$ cat config.mk
export PLATFORM = sky130hd
export DESIGN_NAME = hold_reset_ctrl
export DESIGN_NICKNAME = d
export VERILOG_FILES = /design/src/rtl/hold_reset_pkg.sv /design/src/rtl/hold_reset_sync.sv /design/src/rtl/hold_reset_datapath.sv /design/src/rtl/hold_reset_control.sv /design/src/rtl/hold_reset_ctrl.sv
export SDC_FILE = /design/constraint.sdc
export NUM_CORES = 1
export LEC_CHECK = 0
export BUFFER_PORTS_ARGS = -buffer_cell sky130_fd_sc_hd__buf_2
export CORE_UTILIZATION = 35
export CTS_BUF_LIST = sky130_fd_sc_hd__clkbuf_4 sky130_fd_sc_hd__clkbuf_8 sky130_fd_sc_hd__clkbuf_16
export CTS_CLUSTER_DIAMETER = 100
export DETAILED_ROUTE_END_ITERATION = 12
export MAX_ROUTING_LAYER = met4
export SYNTH_ARGS = -nofsm -noshare
export SYNTH_HDL_FRONTEND = slang
export SYNTH_SLANG_ARGS = --single-unit
$ cat constraint.sdc
create_clock -name clk -period 5.5 [get_ports clk]
set_input_delay 0.825 -clock clk [delete_from_list [all_inputs] [get_ports clk]]
set_output_delay 0.825 -clock clk [all_outputs]
set_load 0.005 [all_outputs]
$ cat src/rtl/hold_reset_pkg.sv
package hold_reset_pkg;

  // Strobes from control to the counter datapath
  typedef struct packed {
    logic setupInc;
    logic setupClr;
    logic pulseInc;
    logic pulseClr;
    logic dbInc;
    logic dbClr;
  } strobe_t;

  // Terminal-count flags from the datapath back to control
  typedef struct packed {
    logic setupHit;
    logic pulseHit;
    logic dbHit;
  } status_t;

  function automatic int maxInt(input int a, input int b);
    return (a > b) ? a : b;
  endfunction

endpackage

$ cat src/rtl/hold_reset_sync.sv
module hold_reset_sync #(
  parameter int WIDTH = 1,
  parameter int STAGES = 2,
  parameter logic [WIDTH-1:0] RESET_VAL = '0
) (
  input  logic             clk,
  input  logic             rstN,
  input  logic [WIDTH-1:0] din,
  output logic [WIDTH-1:0] dout
);

  logic [STAGES-1:0][WIDTH-1:0] stage;

  always_ff @(posedge clk or negedge rstN) begin
    if (!rstN) stage <= {STAGES{RESET_VAL}};
    else       stage <= {stage[STAGES-2:0], din};
  end

  assign dout = stage[STAGES-1];

endmodule

$ cat src/rtl/hold_reset_datapath.sv
module hold_reset_datapath
  import hold_reset_pkg::*;
#(
  parameter int SETUP_SHORT_TICKS = 2000,
  parameter int SETUP_MID_TICKS   = 6000,
  parameter int SETUP_LONG_TICKS  = 10000,
  parameter int PULSE_TICKS       = 210,
  parameter int DEBOUNCE_TICKS    = 240,
  parameter int CNT_W             = 14
) (
  input  logic       clk,
  input  logic       rstN,
  input  strobe_t    cmd,
  input  logic [1:0] sel,
  output status_t    stat
);

  logic [CNT_W-1:0] setupCnt;
  logic [CNT_W-1:0] pulseCnt;
  logic [CNT_W-1:0] dbCnt;
  logic [CNT_W-1:0] setupLast;

  always_comb begin
    case (sel)
      2'b00:   setupLast = CNT_W'(SETUP_SHORT_TICKS - 1);
      2'b01:   setupLast = CNT_W'(SETUP_MID_TICKS - 1);
      default: setupLast = CNT_W'(SETUP_LONG_TICKS - 1);
    endcase
  end

  always_ff @(posedge clk or negedge rstN) begin
    if (!rstN) begin
      setupCnt <= '0;
      pulseCnt <= '0;
      dbCnt    <= '0;
    end else begin
      if (cmd.setupClr)      setupCnt <= '0;
      else if (cmd.setupInc) setupCnt <= setupCnt + 1'b1;
      if (cmd.pulseClr)      pulseCnt <= '0;
      else if (cmd.pulseInc) pulseCnt <= pulseCnt + 1'b1;
      if (cmd.dbClr)         dbCnt <= '0;
      else if (cmd.dbInc)    dbCnt <= dbCnt + 1'b1;
    end
  end

  assign stat.setupHit = (setupCnt == setupLast);
  assign stat.pulseHit = (pulseCnt == CNT_W'(PULSE_TICKS - 1));
  assign stat.dbHit    = (dbCnt == CNT_W'(DEBOUNCE_TICKS - 1));

endmodule

$ cat src/rtl/hold_reset_control.sv
module hold_reset_control
  import hold_reset_pkg::*;
(
  input  logic    clk,
  input  logic    rstN,
  input  logic    tick,
  input  logic    btnA,
  input  logic    btnB,
  input  logic    inst,
  input  logic    low,
  input  status_t stat,
  output strobe_t cmd,
  output logic    pulseActive
);

  logic armed;
  logic dbActive;
  logic instPrev;
  logic bothLow, bothHigh, instRise;
  logic setupFire, instFire, start, pulseEnd, dbEnd;

  always_comb begin
    bothLow   = !btnA && !btnB;
    bothHigh  = btnA && btnB;
    instRise  = inst && !instPrev;
    setupFire = armed && bothLow && tick && stat.setupHit;
    instFire  = instRise && !dbActive;
    start     = setupFire || instFire || low;
    pulseEnd  = pulseActive && tick && stat.pulseHit && !start;
    dbEnd     = dbActive && tick && stat.dbHit;

    cmd.setupInc = armed && bothLow && tick && !stat.setupHit;
    cmd.setupClr = !(armed && bothLow) || setupFire;
    cmd.pulseInc = pulseActive && tick && !stat.pulseHit && !start;
    cmd.pulseClr = start || pulseEnd;
    cmd.dbInc    = dbActive && tick && !stat.dbHit && !start;
    cmd.dbClr    = pulseEnd || dbEnd || start;
  end

  always_ff @(posedge clk or negedge rstN) begin
    if (!rstN) begin
      armed       <= 1'b0;
      pulseActive <= 1'b1;
      dbActive    <= 1'b0;
      instPrev    <= 1'b0;
    end else begin
      instPrev <= inst;
      if (setupFire)     armed <= 1'b0;
      else if (bothHigh) armed <= 1'b1;
      if (start)         pulseActive <= 1'b1;
      else if (pulseEnd) pulseActive <= 1'b0;
      if (pulseEnd)             dbActive <= 1'b1;
      else if (start || dbEnd)  dbActive <= 1'b0;
    end
  end

endmodule

$ cat src/rtl/hold_reset_ctrl.sv
module hold_reset_ctrl
  import hold_reset_pkg::*;
#(
  parameter int SETUP_SHORT_TICKS = 2000,
  parameter int SETUP_MID_TICKS   = 6000,
  parameter int SETUP_LONG_TICKS  = 10000,
  parameter bit LONG_TIMEOUT      = 1'b0,
  parameter int PULSE_SHORT_TICKS = 210,
  parameter int PULSE_LONG_TICKS  = 360,
  parameter int DEBOUNCE_TICKS    = 240
) (
  input  logic       clk,
  input  logic       rstN,
  input  logic       tick,
  input  logic       btnAN,
  input  logic       btnBN,
  input  logic       instantIn,
  input  logic       lowSupply,
  input  logic [1:0] delaySel,
  output logic       resetOutN
);

  localparam int PULSE_TICKS = LONG_TIMEOUT ? PULSE_LONG_TICKS : PULSE_SHORT_TICKS;
  localparam int MAX_SETUP   = maxInt(maxInt(SETUP_SHORT_TICKS, SETUP_MID_TICKS), SETUP_LONG_TICKS);
  localparam int MAX_ALL     = maxInt(maxInt(MAX_SETUP, PULSE_TICKS), DEBOUNCE_TICKS);
  localparam int CNT_W       = $clog2(MAX_ALL + 1);
  localparam int SYNC_W      = 6;

  logic [SYNC_W-1:0] rawIn, syncOut;
  logic [1:0] syncSel;
  logic syncA, syncB, syncInst, syncLow;
  logic pulseActive;
  strobe_t cmd;
  status_t stat;

  assign rawIn = {lowSupply, instantIn, btnBN, btnAN, delaySel};

  hold_reset_sync #(
    .WIDTH(SYNC_W), .STAGES(2), .RESET_VAL(6'b0_0_1_1_00)
  ) sync_i (
    .clk(clk), .rstN(rstN), .din(rawIn), .dout(syncOut)
  );

  assign {syncLow, syncInst, syncB, syncA, syncSel} = syncOut;

  hold_reset_control ctl_i (
    .clk(clk), .rstN(rstN), .tick(tick), .btnA(syncA), .btnB(syncB),
    .inst(syncInst), .low(syncLow), .stat(stat), .cmd(cmd),
    .pulseActive(pulseActive)
  );

  hold_reset_datapath #(
    .SETUP_SHORT_TICKS(SETUP_SHORT_TICKS), .SETUP_MID_TICKS(SETUP_MID_TICKS),
    .SETUP_LONG_TICKS(SETUP_LONG_TICKS), .PULSE_TICKS(PULSE_TICKS),
    .DEBOUNCE_TICKS(DEBOUNCE_TICKS), .CNT_W(CNT_W)
  ) dp_i (
    .clk(clk), .rstN(rstN), .cmd(cmd), .sel(syncSel), .stat(stat)
  );

  assign resetOutN = !pulseActive;

endmodule

==> metrics.md, run 1 <==
| Metric | Value |
|---|---|
| Outcome | `finished clean` |
| FILL cells | `773` |
| CP Max Fanout | `10` |
| P_sw | `~190 uW` |
| Static leakage | `~0.0013 uW` |
| Crit-path cells | `buf_2, nand2_1, nor4b_1, or4b_4, a211oi_1, mux2_1, nor2_1` |
| Clock Path Buffers | `2` |
| Peak Freq | `around 0.4 GHz` |
| Sequential Power Share | `a little under half` |
| Vias | `about 2,000` |
| HP Start | `sync_i.stage[4]` |
| Height of the die | `a little over 90 microns` |
| Fin crit share | `between 40 and 50%` |
| Vias in the first global route | `between 1,500 and 2,000` |
| GPL Wtd Cong | `0.759` |
| MaxCap Viol Count | `0` |
| Synth Net Count | `roughly 290` |
| First-pass GRT wire length | `approximately 9100 microns` |
| Total CTS buffers | `9` |
| N_diodes | `0` |
| Resize count post-CTS | `0` |
| Clock Latency Late Sink | `roughly 330 ps` |
| Top_reg_cell synth | `dfrtp_1` |
| Worst EP arrival | `~2700 ps` |
| Unique cell type count in the Yosys netlist | `between 40 and 50` |
| Pwr Density | `slightly below 300 nW/um^2` |
| Worst Hold Depth | `0` |
| First-pass iteration count of the detailed router | `4` |
| Initial antenna violation count | `0` |
| Core ar. | `about 7700 sq um` |
| Post-CTS Setup Repair Bufs | `0` |
| Ys async rst share | `100%` |
| # IOs | `10` |
| Final worst slack | `just over 3000 ps` |
| Hold_buf cts | `0` |
| Post-Syn Area | `between 2000 and 3000 sq um` |
| Vias/cell | `about 4.9` |
| Placement Rows | `32` |
| Worst hold path class | `reg2reg` |
| Port bufs | `9` |
| R2R depth | `7` |
| Pre-CTS setup slack | `about 2700 ps` |
| CP max stage delay | `around 550 ps` |
| Comb pwr share | `3.0%` |
| Die width | `approximately 90 microns` |
| Slowest cell on crit path | `or4b_4` |
| Post-synthesis cell count | `around 280` |
| Most common cell in the netlist | `dfrtp_1` |
| RSZ-0062 raised after global routing | `no` |
| Mean Syn Cell Area | `between 10 and 15 sq um` |
| Drt wl/cell | `roughly 13 microns` |
| DRC | `0` |
| WP data required | `5750 ps` |
| Fin. Hold Viols | `0` |
| Startpoint Class | `input pin` |
| Worst-margin pin slew | `between 700 and 800 ps` |
| Reg2reg start | `dp_i.setupCnt[0]` |
| Total gr overflow | `0` |
| Crit. Startpoint | `tick` |
| Yosys synthesis warning count | `0` |
| Clk pwr share | `49.0%` |
| Sw Share | `about 20%` |
| Layout Nets | `just over 300` |
| Initial Utilization | `a little over a third` |
| Pin count of the biggest net entering global routing | `roughly 60` |
| Synth top area share | `47.7%` |
| Largest cells by area after synthesis | `dfrtp_1 (48%), nor2_1 (6.3%), xor2_1 (5.7%), dfstp_2 (4.7%), nand2_1 (4.5%)` |
| Final Slew Violations | `0` |
| #FFs+latches synth | `58` |
| WL final | `5060 microns` |
| Rel. slew slack | `52.8%` |
| Die area | `just over 8000 sq um` |
| Internal | `around 730 uW` |
| Share of cells above drive strength 1 | `between 10% and 20%` |
| H-tree Lvls | `3` |
| Final setup skew | `roughly 11 ps` |
| Global Route Usage Sum | `14.3%` |
| P&R area growth vs syn | `13.4%` |
| # setup viols final | `0` |
| Area leader, netlist | `dfrtp_1` |
| Remaining antenna violation count | `0` |
| Final Critical Period | `approximately 2500 ps` |
| TNS Setup | `0 ps` |
| Commonest cells in the netlist | `dfrtp_1 (53), nor2_1 (47), nand2_1 (33), xor2_1 (18)` |
| First DRT Iteration DRCs | `66` |
| Root Driver | `clkbuf_8` |
| Sink Count | `between 50 and 60` |
| Worst setup EP type | `flip-flop` |
| CTS tree | `built` |
| Clock Pin Slew Worst Setup and Hold Paths | `60 ps` |
| Post-DP HPWL | `between 3000 and 4000 microns` |
| Post-synth EDFFs | `0` |
| Sequential fraction of the synthesis area | `a little over half` |
| Kind of critical path | `in2reg` |
| Worst VDD drop | `around 0.18 mV` |
==> cells by family (layout without fill, tap and decap cells) <==
| kind of cell | after synthesis | after routing | share of synthesized area (%) |
|---|---|---|---|
| flops | 58 | 58 | 52.4 |
| simple gates | 150 | 150 | 28.7 |
| buf+inv | 8 | 30 | 2.02 |
| compound gates | 24 | 24 | 4.90 |
| mux | 2 | 2 | 0.765 |
| fa+ha+maj | 4 | 4 | 1.80 |
| xor+xnor | 30 | 30 | 9.45 |
==> layer usage <==
| layer | share of wire [%] | track usage, % |
|---|---|---|
| met4 | 0.69 | 4.76 |
| met3 | 3.1 | 4.27 |
| met1 | 49 | 18.5 |
| met2 | 47 | 21.7 |
| met5 | 0 | - |
==> critical path, delay by kind of cell <==
kind                   cells  cell delay [ps]
AOI/OAI and AO/OA          1              290
buffers and inverters      1              180
muxes                      1              360
and+or+nand+nor            4             1050
==> cell usage in the layout (no fill, tap or decap), types with 4 or more instances in the layout <==
cell type / synthesis / routed
dfrtp_1: 53 / 53
nor2_1: 47 / 47
nand2_1: 33 / 33
xor2_1: 18 / 18
xnor2_1: 12 / 12
a21oi_1: 12 / 12
nand3_1: 11 / 11
clkbuf_8: 0 / 11
nand4_1: 9 / 9
buf_2: 0 / 9
nor4_1: 6 / 6
and3_1: 6 / 6
nor3_1: 5 / 5
o21ai_0: 5 / 5
or3_1: 5 / 5
dfstp_2: 5 / 5
inv_1: 4 / 4
nor3b_1: 4 / 4
a211oi_1: 4 / 4
ha_1: 4 / 4
==> per-stage QoR <==
step / util (%) / hold WS [ps] / instance area (sq um) / instances / power (uW)
global route: 41.0 / 359 / 3150 / 400 / 950
floorplan: - / 331 / 2780 / 276 / 461
detailed placement: 38.0 / 336 / 2920 / 384 / 475
finish: 41.0 / 349 / 3150 / 400 / 914
CTS: 41.0 / 351 / 3150 / 400 / 926
global placement: 38.0 / 332 / 2920 / 384 / 475
==> final timing paths <==
check                                    to  slack (ps)
min in group asynchronous    dp_i.dbCnt[10]         640
max reg2reg                dp_i.pulseCnt[7]        3160
min reg2reg                  sync_i.dout[4]         350
min                          sync_i.dout[4]         350
max in group asynchronous  dp_i.pulseCnt[8]        4400
max                        dp_i.pulseCnt[7]        3050
==> flip-flops by register name, indices dropped and copies added, names as in the netlist <==
| signal | count |
|---|---|
| dp_i.dbCnt | 14 |
| dp_i.pulseCnt | 14 |
| dp_i.setupCnt | 14 |
| sync_i.dout | 6 |
| sync_i.stage | 6 |
| ctl_i.armed | 1 |
| ctl_i.dbActive | 1 |
| ctl_i.instPrev | 1 |
| ctl_i.pulseActive | 1 |
==> power groups by stage <==
stage                     Sequential, uW  Combinational, uW  Clock (uW)
after floorplan                      445               15.6           0
after global routing                 439               32.7         478
after CTS                            438               29.0         459
after detailed placement             446               29.1           0
final                                438               27.8         448
after global placement               446               28.9           0
==> final cells by class <==
| class | count | area [sq um] | area share (%) |
|---|---|---|---|
| flip-flops and latches | 58 | 1460 | 46.2 |
| multi-input cells | 210 | 1270 | 40.2 |
| clock buffers | 12 | 159 | 5.04 |
| well taps | 102 | 128 | 4.05 |
| clock inverters | 4 | 73.8 | 2.34 |
| repair buffers | 10 | 52.6 | 1.67 |
| inverters | 4 | 15.0 | 0.476 |
Power figures use the tool's default switching activity.
==> run 2: changes to the inputs <==
- ABC_AREA: not set -> 1
- clock period: 5.5 -> 2.05 ns (I/O delays scaled with it)
==> run 2 against run 1 <==
Net effect:
- via count up 32%
- critical path depth up 2
- wire length up 26%
==> metrics.md, run 2 <==
| Metric | Value |
|---|---|
| # IOs | `10 (unchanged)` |
| Fin. Hold Viols | `0 (unchanged)` |
| MaxCap Viol Count | `0 (unchanged)` |
| Final Critical Period | `1800 ps` |
| WL final | `6390 microns (+26%)` |
| Startpoint Class | `flip-flop` |
| Drt wl/cell | `11.8 microns (-6.5%)` |
| Die area | `9660 sq um (+16%)` |
| Outcome | `finished clean` |
| #FFs+latches synth | `58 (unchanged)` |
| Clock Pin Slew Worst Setup and Hold Paths | `70 ps (about the same)` |
| TNS Setup | `0 ps (unchanged)` |
| Total gr overflow | `0 (unchanged)` |
| Height of the die | `98.3 microns (+7.8%)` |
| GPL Wtd Cong | `0.860 (+13%)` |
| Post-DP HPWL | `4440 microns (+27%)` |
| First-pass iteration count of the detailed router | `4 (unchanged)` |
| Top Registers | `dp_i.dbCnt x14, dp_i.pulseCnt x14, dp_i.setupCnt x14` |
| First DRT Iteration DRCs | `145 (+120%)` |
| Pin count of the biggest net entering global routing | `59 (unchanged)` |
| Global Route Usage Sum | `15.6% (+1.3 points)` |
| Initial antenna violation count | `0 (unchanged)` |
| Worst VDD drop | `0.358 mV (+100%)` |
| Most common cell in the netlist | `nand2_1` |
| Vias in the first global route | `2,490 (+27%)` |
| Worst hold path class | `in2reg` |
| R2r setup slk | `250 ps (-2910 ps)` |
| DRC | `0 (unchanged)` |
| RSZ-0062 raised after global routing | `no` |
| FILL cells | `930 (+20%)` |
| CP Max Fanout | `17 (+7)` |
| Fin crit share | `about 88%` |
| N_diodes | `0 (unchanged)` |
| Pre-CTS setup slack | `241 ps (-2490 ps)` |
| Post-Syn Area | `3240 sq um (+17%)` |
| Ys async rst share | `100% (unchanged)` |
| Post-Layout Cell Count | `540 (+35%)` |
| H-tree Lvls | `3 (unchanged)` |
| Sequential fraction of the synthesis area | `44.9% (-7.5 points)` |
| Total CTS buffers | `9 (unchanged)` |
| Worst-margin pin slew | `473 ps (-235 ps)` |
| Tot Pwr | `2420 uW (+170%)` |
| Top_reg_cell synth | `dfrtp_1` |
| Post-synth EDFFs | `0 (unchanged)` |
| Port bufs | `9 (unchanged)` |
| Static leakage | `0.00170 uW (+34%)` |
| Final worst slack | `252 ps (-2800 ps)` |
| Placed Cells | `523 (+36%)` |
| WP data required | `2260 ps (-3490 ps)` |
| Share of cells above drive strength 1 | `12.3% (-2.5 points)` |
| Vias | `2,580 (+32%)` |
| Rel. slew slack | `68.2% (+15 points)` |
| Kind of critical path | `reg2reg` |
| Unique cell type count in the Yosys netlist | `32 (-29%)` |
| Die width | `98.3 microns (+7.8%)` |
| First-pass GRT wire length | `11,500 microns (+26%)` |
| Commonest cells in the netlist | `nand2_1 (111), dfrtp_1 (53), inv_1 (51), nand3_1 (39), nor2_1 (37)` |
| Yosys synthesis warning count | `0 (unchanged)` |
| Synth top area share | `40.9% (-6.8 points)` |
| Most common cell after layout, fill and taps aside | `nand2_1` |
| Initial Utilization | `36.7% (+0.48 points)` |
| Synth Net Count | `425 (+47%)` |
| Sink Count | `58 (unchanged)` |
| # setup viols final | `0 (unchanged)` |
| Root Driver | `clkbuf_8` |
| Largest cells by area after synthesis | `dfrtp_1 (41%), nand2_1 (13%), xor2_1 (7.0%), nand3_1 (6.0%), inv_1 (5.9%)` |
| Commonest non-fill, non-tap cells in the layout | `nand2_1 (111), dfrtp_1 (53), inv_1 (51), nand3_1 (39), nor2_1 (37)` |
| Final setup skew | `11.8 ps (+1.08 ps)` |
| Clock Path Buffers | `2 (unchanged)` |
| Mean Syn Cell Area | `7.87 sq um (-22%)` |
| Remaining antenna violation count | `0 (unchanged)` |
| Worst setup EP type | `flip-flop` |
| Resize count post-CTS | `0 (unchanged)` |
| Final Slew Violations | `0 (unchanged)` |
| Placement Rows | `34 (+6.3%)` |
| Core ar. | `8850 sq um (+15%)` |
| Peak Freq | `0.556 GHz` |
| Post-synthesis cell count | `412 (+49%)` |
| Worst EP arrival | `2010 ps (-700 ps)` |
| Layout Nets | `440 (+44%)` |
| Area leader, netlist | `dfrtp_1` |
| Pwr Density | `675 nW/um^2 (+130%)` |
| Vias/cell | `4.78 (-2.1%)` |
| P&R area growth vs syn | `10.6%` |
| CTS tree | `built` |
| Clock Latency Late Sink | `350 ps (+20 ps)` |
-- run 2: changes by cell type in the layout (fill, tap and decap cells not counted), sizes merged, moves of 5 or more --
cell / previous run / this run
xnor2: 12 / 0
nor4: 6 / 0
and3: 8 / 0
xor2: 18 / 26
inv: 4 / 56
or3: 5 / 0
nand2: 33 / 117
o21ai: 5 / 19
nor3: 5 / 23
nor2: 47 / 42
nand3: 12 / 40
-- run 2: critical path: stages (launching register included) --
cell     delay [ps]
dfrtp_1         390
ha_1            230
nand2_1          90
nor3_2           40
nand2_1          90
nor2_4           50
nand2_4         100
nand2_2         160
nor2_4          350
o21ai_0         150
-- run 2: layout make-up --
| type | instances | area [sq um] | share of cell area (%) |
|---|---|---|---|
| Inverter | 56 | 213 | 5.93 |
| Multi-Input combinational cell | 291 | 1510 | 41.9 |
| Tap cell | 108 | 135 | 3.77 |
| Timing Repair Buffer | 11 | 75.1 | 2.09 |
| Sequential cell | 58 | 1460 | 40.6 |
| Clock buffer | 10 | 138 | 3.84 |
| Clock inverter | 6 | 65.1 | 1.81 |
-- run 2: cells by family (layout without fill, tap and decap cells) --
family / count (synthesis) / count (layout) / synth area share [%]
and+or+nand+nor: 232 / 232 / 33.2
buffers and inverters: 63 / 83 / 8.68
DFF: 58 / 58 / 44.9
AOI/OAI and AO/OA: 29 / 29 / 4.63
xor gates and xnor gates: 26 / 26 / 7.02
adders and majority gates: 4 / 4 / 1.54
-- run 2: metrics by stage --
| step | util [%] | hold slack (ps) | cell area (sq um) |
|---|---|---|---|
| 3_3_place_gp | 38.2 | 332 | 3380 |
| 5_1_grt | 40.6 | 34.0 | 3590 |
| 2_1_floorplan | - | 11.9 | 3240 |
| 4_1_cts | 40.6 | 34.7 | 3590 |
| 6_report | 40.6 | 54.9 | 3590 |
| 3_5_place_dp | 38.2 | 336 | 3380 |
-- run 2: repair_timing --
item                                   in CTS  in global routing
endpoints found under the hold margin      53                  0
setup endpoints to repair                   0                  0
hold buffers                                1                  0
setup buffers                               0                  0
-- run 2: worst paths after layout --
| kind | startpoint | endpoint | cells past startpoint |
|---|---|---|---|
| hold reg to reg | sync_i.stage[1] | sync_i.dout[1] | 0 |
| setup reg to reg | dp_i.setupCnt[0] | dp_i.pulseCnt[5] | 9 |
| setup / recovery | dp_i.setupCnt[0] | dp_i.pulseCnt[5] | 9 |
| min in group asynchronous | rstN | dp_i.setupCnt[6] | 3 |
| max in group asynchronous | rstN | sync_i.stage[3] | 3 |
| hold / removal | btnAN | sync_i.stage[2] | 1 |
-- run 2: metal layers --
metal	vias to the layer above	routed length, microns	global-route usage [%]	share of wire (%)
met5	-	0	-	0
met4	0	141	8.38	2.2
met3	11	160	3.22	2.5
met2	33	2900	24.1	45
met1	1207	3180	19.3	50
li1	1329	-	-	-
-- run 2: where the power goes --
group	switching [uW]	internal, uW	total (uW)
clock network	505	596	1100
logic	96.6	36.7	133
registers	16.8	1170	1190
total	619	1800	2420
==> run 3: changes to the inputs <==
- MAX_ROUTING_LAYER: met4 -> not set
==> run 3 against run 2 <==
Net effect:
- final cell count stayed put
- clock skew fell by 5.3 ps
- critical path depth stayed put
- design area increased by 0.56%
- sequential cell count unchanged
- utilization rose by 0.23 points
- via count is 0.27% higher
- largest power group unchanged
==> metrics.md, run 3 (synthesis results as in run 2) <==
| Metric | Value |
|---|---|
| WP buf/inv | `2 (+2)` |
| Post-Layout Cell Count | `540 (unchanged)` |
| CP most frequent cell | `nand2_1` |
| Placed Cells | `523 (unchanged)` |
| Fin crit share | `89.9% (+2.2 points)` |
| Clk pwr share | `47.2% (+1.8 points)` |
| Worst-margin pin slew | `453 ps (-20.7 ps)` |
| R2r setup slk | `210 ps (-40 ps)` |
| Outcome | `finished clean` |
| Clock Path Buffers | `2 (unchanged)` |
| FILL cells | `909 (-2.3%)` |
| Remaining antenna violation count | `0 (unchanged)` |
| DRC | `0 (unchanged)` |
| Worst hold path class | `in2reg` |
| Slowest cell on crit path | `dfrtp_1` |
| N_diodes | `0 (unchanged)` |
| Tot Pwr | `2510 uW (+3.6%)` |
| Peak Freq | `0.543 GHz (-2.4%)` |
| CTS tree | `built` |
| Fin. Hold Viols | `0 (unchanged)` |
| Pin count of the biggest net entering global routing | `42 (-29%)` |
| # IOs | `10 (unchanged)` |
| Root Driver | `clkbuf_8` |
| Placement Rows | `34 (unchanged)` |
| Sink Count | `58 (unchanged)` |
| Worst VDD drop | `0.375 mV (+4.9%)` |
| Initial antenna violation count | `0 (unchanged)` |
| Worst setup EP type | `flip-flop` |
| First-pass GRT wire length | `11,700 microns (+1.5%)` |
| Static leakage | `0.00171 uW (+0.59%)` |
| CP max stage delay | `410 ps (+20 ps)` |
| WP data required | `2270 ps (about the same)` |
| Critical path's top delay family | `simple AND/OR/NAND/NOR gates` |
| Height of the die | `98.3 microns (unchanged)` |
| Die width | `98.3 microns (unchanged)` |
| Post-CTS Setup Repair Bufs | `0 (unchanged)` |
| FF+latch area | `1460 sq um (unchanged)` |
| Final worst slack | `207 ps (-44.6 ps)` |
| Vias | `2,587 (+0.27%)` |
| Post-DP HPWL | `4540 microns (+2.3%)` |
| Drt wl/cell | `11.9 microns (+0.94%)` |
| Initial Utilization | `36.7% (unchanged)` |
| First-pass iteration count of the detailed router | `4 (unchanged)` |
| Total gr overflow | `0 (unchanged)` |
| Pre-CTS setup slack | `204 ps (-37.1 ps)` |
| Share of cells above drive strength 1 | `12.3% (unchanged)` |
| P_sw | `573 uW (-7.3%)` |
| Sequential Power Share | `47.4% (-1.6 points)` |
| TNS Setup | `0 ps (unchanged)` |
| Port bufs | `9 (unchanged)` |
| RSZ-0062 raised after global routing | `no` |
| Most common cell after layout, fill and taps aside | `nand2_1` |
| WL final | `6450 microns (+0.94%)` |
| Clock Latency Late Sink | `330 ps (-20 ps)` |
| GPL Wtd Cong | `0.832 (-3.2%)` |
| CP Max Fanout | `15 (-2)` |
| MaxCap Viol Count | `0 (unchanged)` |
| Vias/cell | `4.79 (+0.27%)` |
| Internal | `1940 uW (+7.3%)` |
| Clock Pin Slew Worst Setup and Hold Paths | `60 ps (about the same)` |
| Top Registers | `dp_i.dbCnt x14, dp_i.pulseCnt x14, dp_i.setupCnt x14` |
| Global Route Usage Sum | `15.2% (-0.38 points)` |
| Commonest non-fill, non-tap cells in the layout | `nand2_1 (111), dfrtp_1 (53), inv_1 (51), nand3_1 (39), nor2_1 (37)` |
| Final Slew Violations | `0 (unchanged)` |
| Final Critical Period | `1840 ps (+44.6 ps)` |
| Layout Nets | `440 (unchanged)` |
| Comb pwr share | `5.4% (about the same)` |
| Startpoint Class | `flip-flop` |
| Final core utilization | `40.8% (+0.23 points)` |
| Total CTS buffers | `9 (unchanged)` |
| Rel. slew slack | `69.8% (+1.6 points)` |
| Vias in the first global route | `2,525 (+1.4%)` |
| Core ar. | `8850 sq um (unchanged)` |
| Final setup skew | `6.46 ps (-5.31 ps)` |
| Crit-path cells | `inv_1, ha_1, nand3_1, nor3_1, nand2_2, nand4_4, inv_4, nand2_1, nand2_1` |
| Pwr Density | `695 nW/um^2 (+3.0%)` |
| Sw Share | `22.8% (-2.7 points)` |
| Kind of critical path | `reg2reg` |
| Die area | `9660 sq um (unchanged)` |
| Worst EP arrival | `2060 ps (+50 ps)` |
| First DRT Iteration DRCs | `153 (+5.5%)` |
| Area occupied by multi-input gates | `1510 sq um (unchanged)` |
| # setup viols final | `0 (unchanged)` |
| H-tree Lvls | `3 (unchanged)` |
| P&R area growth vs syn | `11.2%` |
run 3: cell type report:
cell class | count | area share [%]
Timing Repair Buffer | 11 | 2.08
Clock inverter | 5 | 2.15
Tap cell | 108 | 3.74
Clock buffer | 11 | 4.02
Inverter | 56 | 5.89
Sequential cell | 58 | 40.4
Multi-Input combinational cell | 291 | 41.7
run 3: power groups by stage:
stage	sequential, uW	combinational [uW]	clock (uW)
6_report	1190	134	1190
5_1_grt	1190	156	1270
4_1_cts	1190	138	1230
3_5_place_dp	1210	135	0
3_3_place_gp	1210	134	0
2_1_floorplan	1210	91.5	0
run 3: worst reg2reg max path, stage by stage (launching register included):
cell	delay (ps)
dfrtp_1	410
inv_1	90
ha_1	140
nand3_1	70
nor3_1	260
nand2_2	220
nand4_4	270
inv_4	130
nand2_1	80
nand2_1	50
run 3: per-layer routing:
metal  up-vias  track usage, %  part of all wire, %
met1      1213            19.7                   49
met5         -               0                    0
met3         6            4.72                  3.3
met2        35            24.5                   46
li1       1333               -                    -
met4         0            4.82                  1.2
run 3: timing repair:
action / in CTS / in global routing
endpoints found under the hold margin: 17 / 0
resized for setup: 0 / 0
hold buffers: 1 / 0
run 3: stage by stage:
step	hold slack [ps]	cell area, sq um
6_report	71.6	3610
5_1_grt	39.7	3610
4_1_cts	49.5	3610
3_5_place_dp	280	3380
3_3_place_gp	284	3380
2_1_floorplan	11.9	3240
run 3: worst paths after layout:
check,cells past startpoint,from,endpoint
worst max register to register,9,dp_i.pulseCnt[1],dp_i.dbCnt[10]
max in group asynchronous,3,rstN,ctl_i.pulseActive
worst min register to register,0,sync_i.stage[1],sync_i.dout[1]
worst max-delay path,9,dp_i.pulseCnt[1],dp_i.dbCnt[10]
min in group asynchronous,2,rstN,dp_i.pulseCnt[0]
worst min-delay path,1,btnAN,sync_i.stage[2]
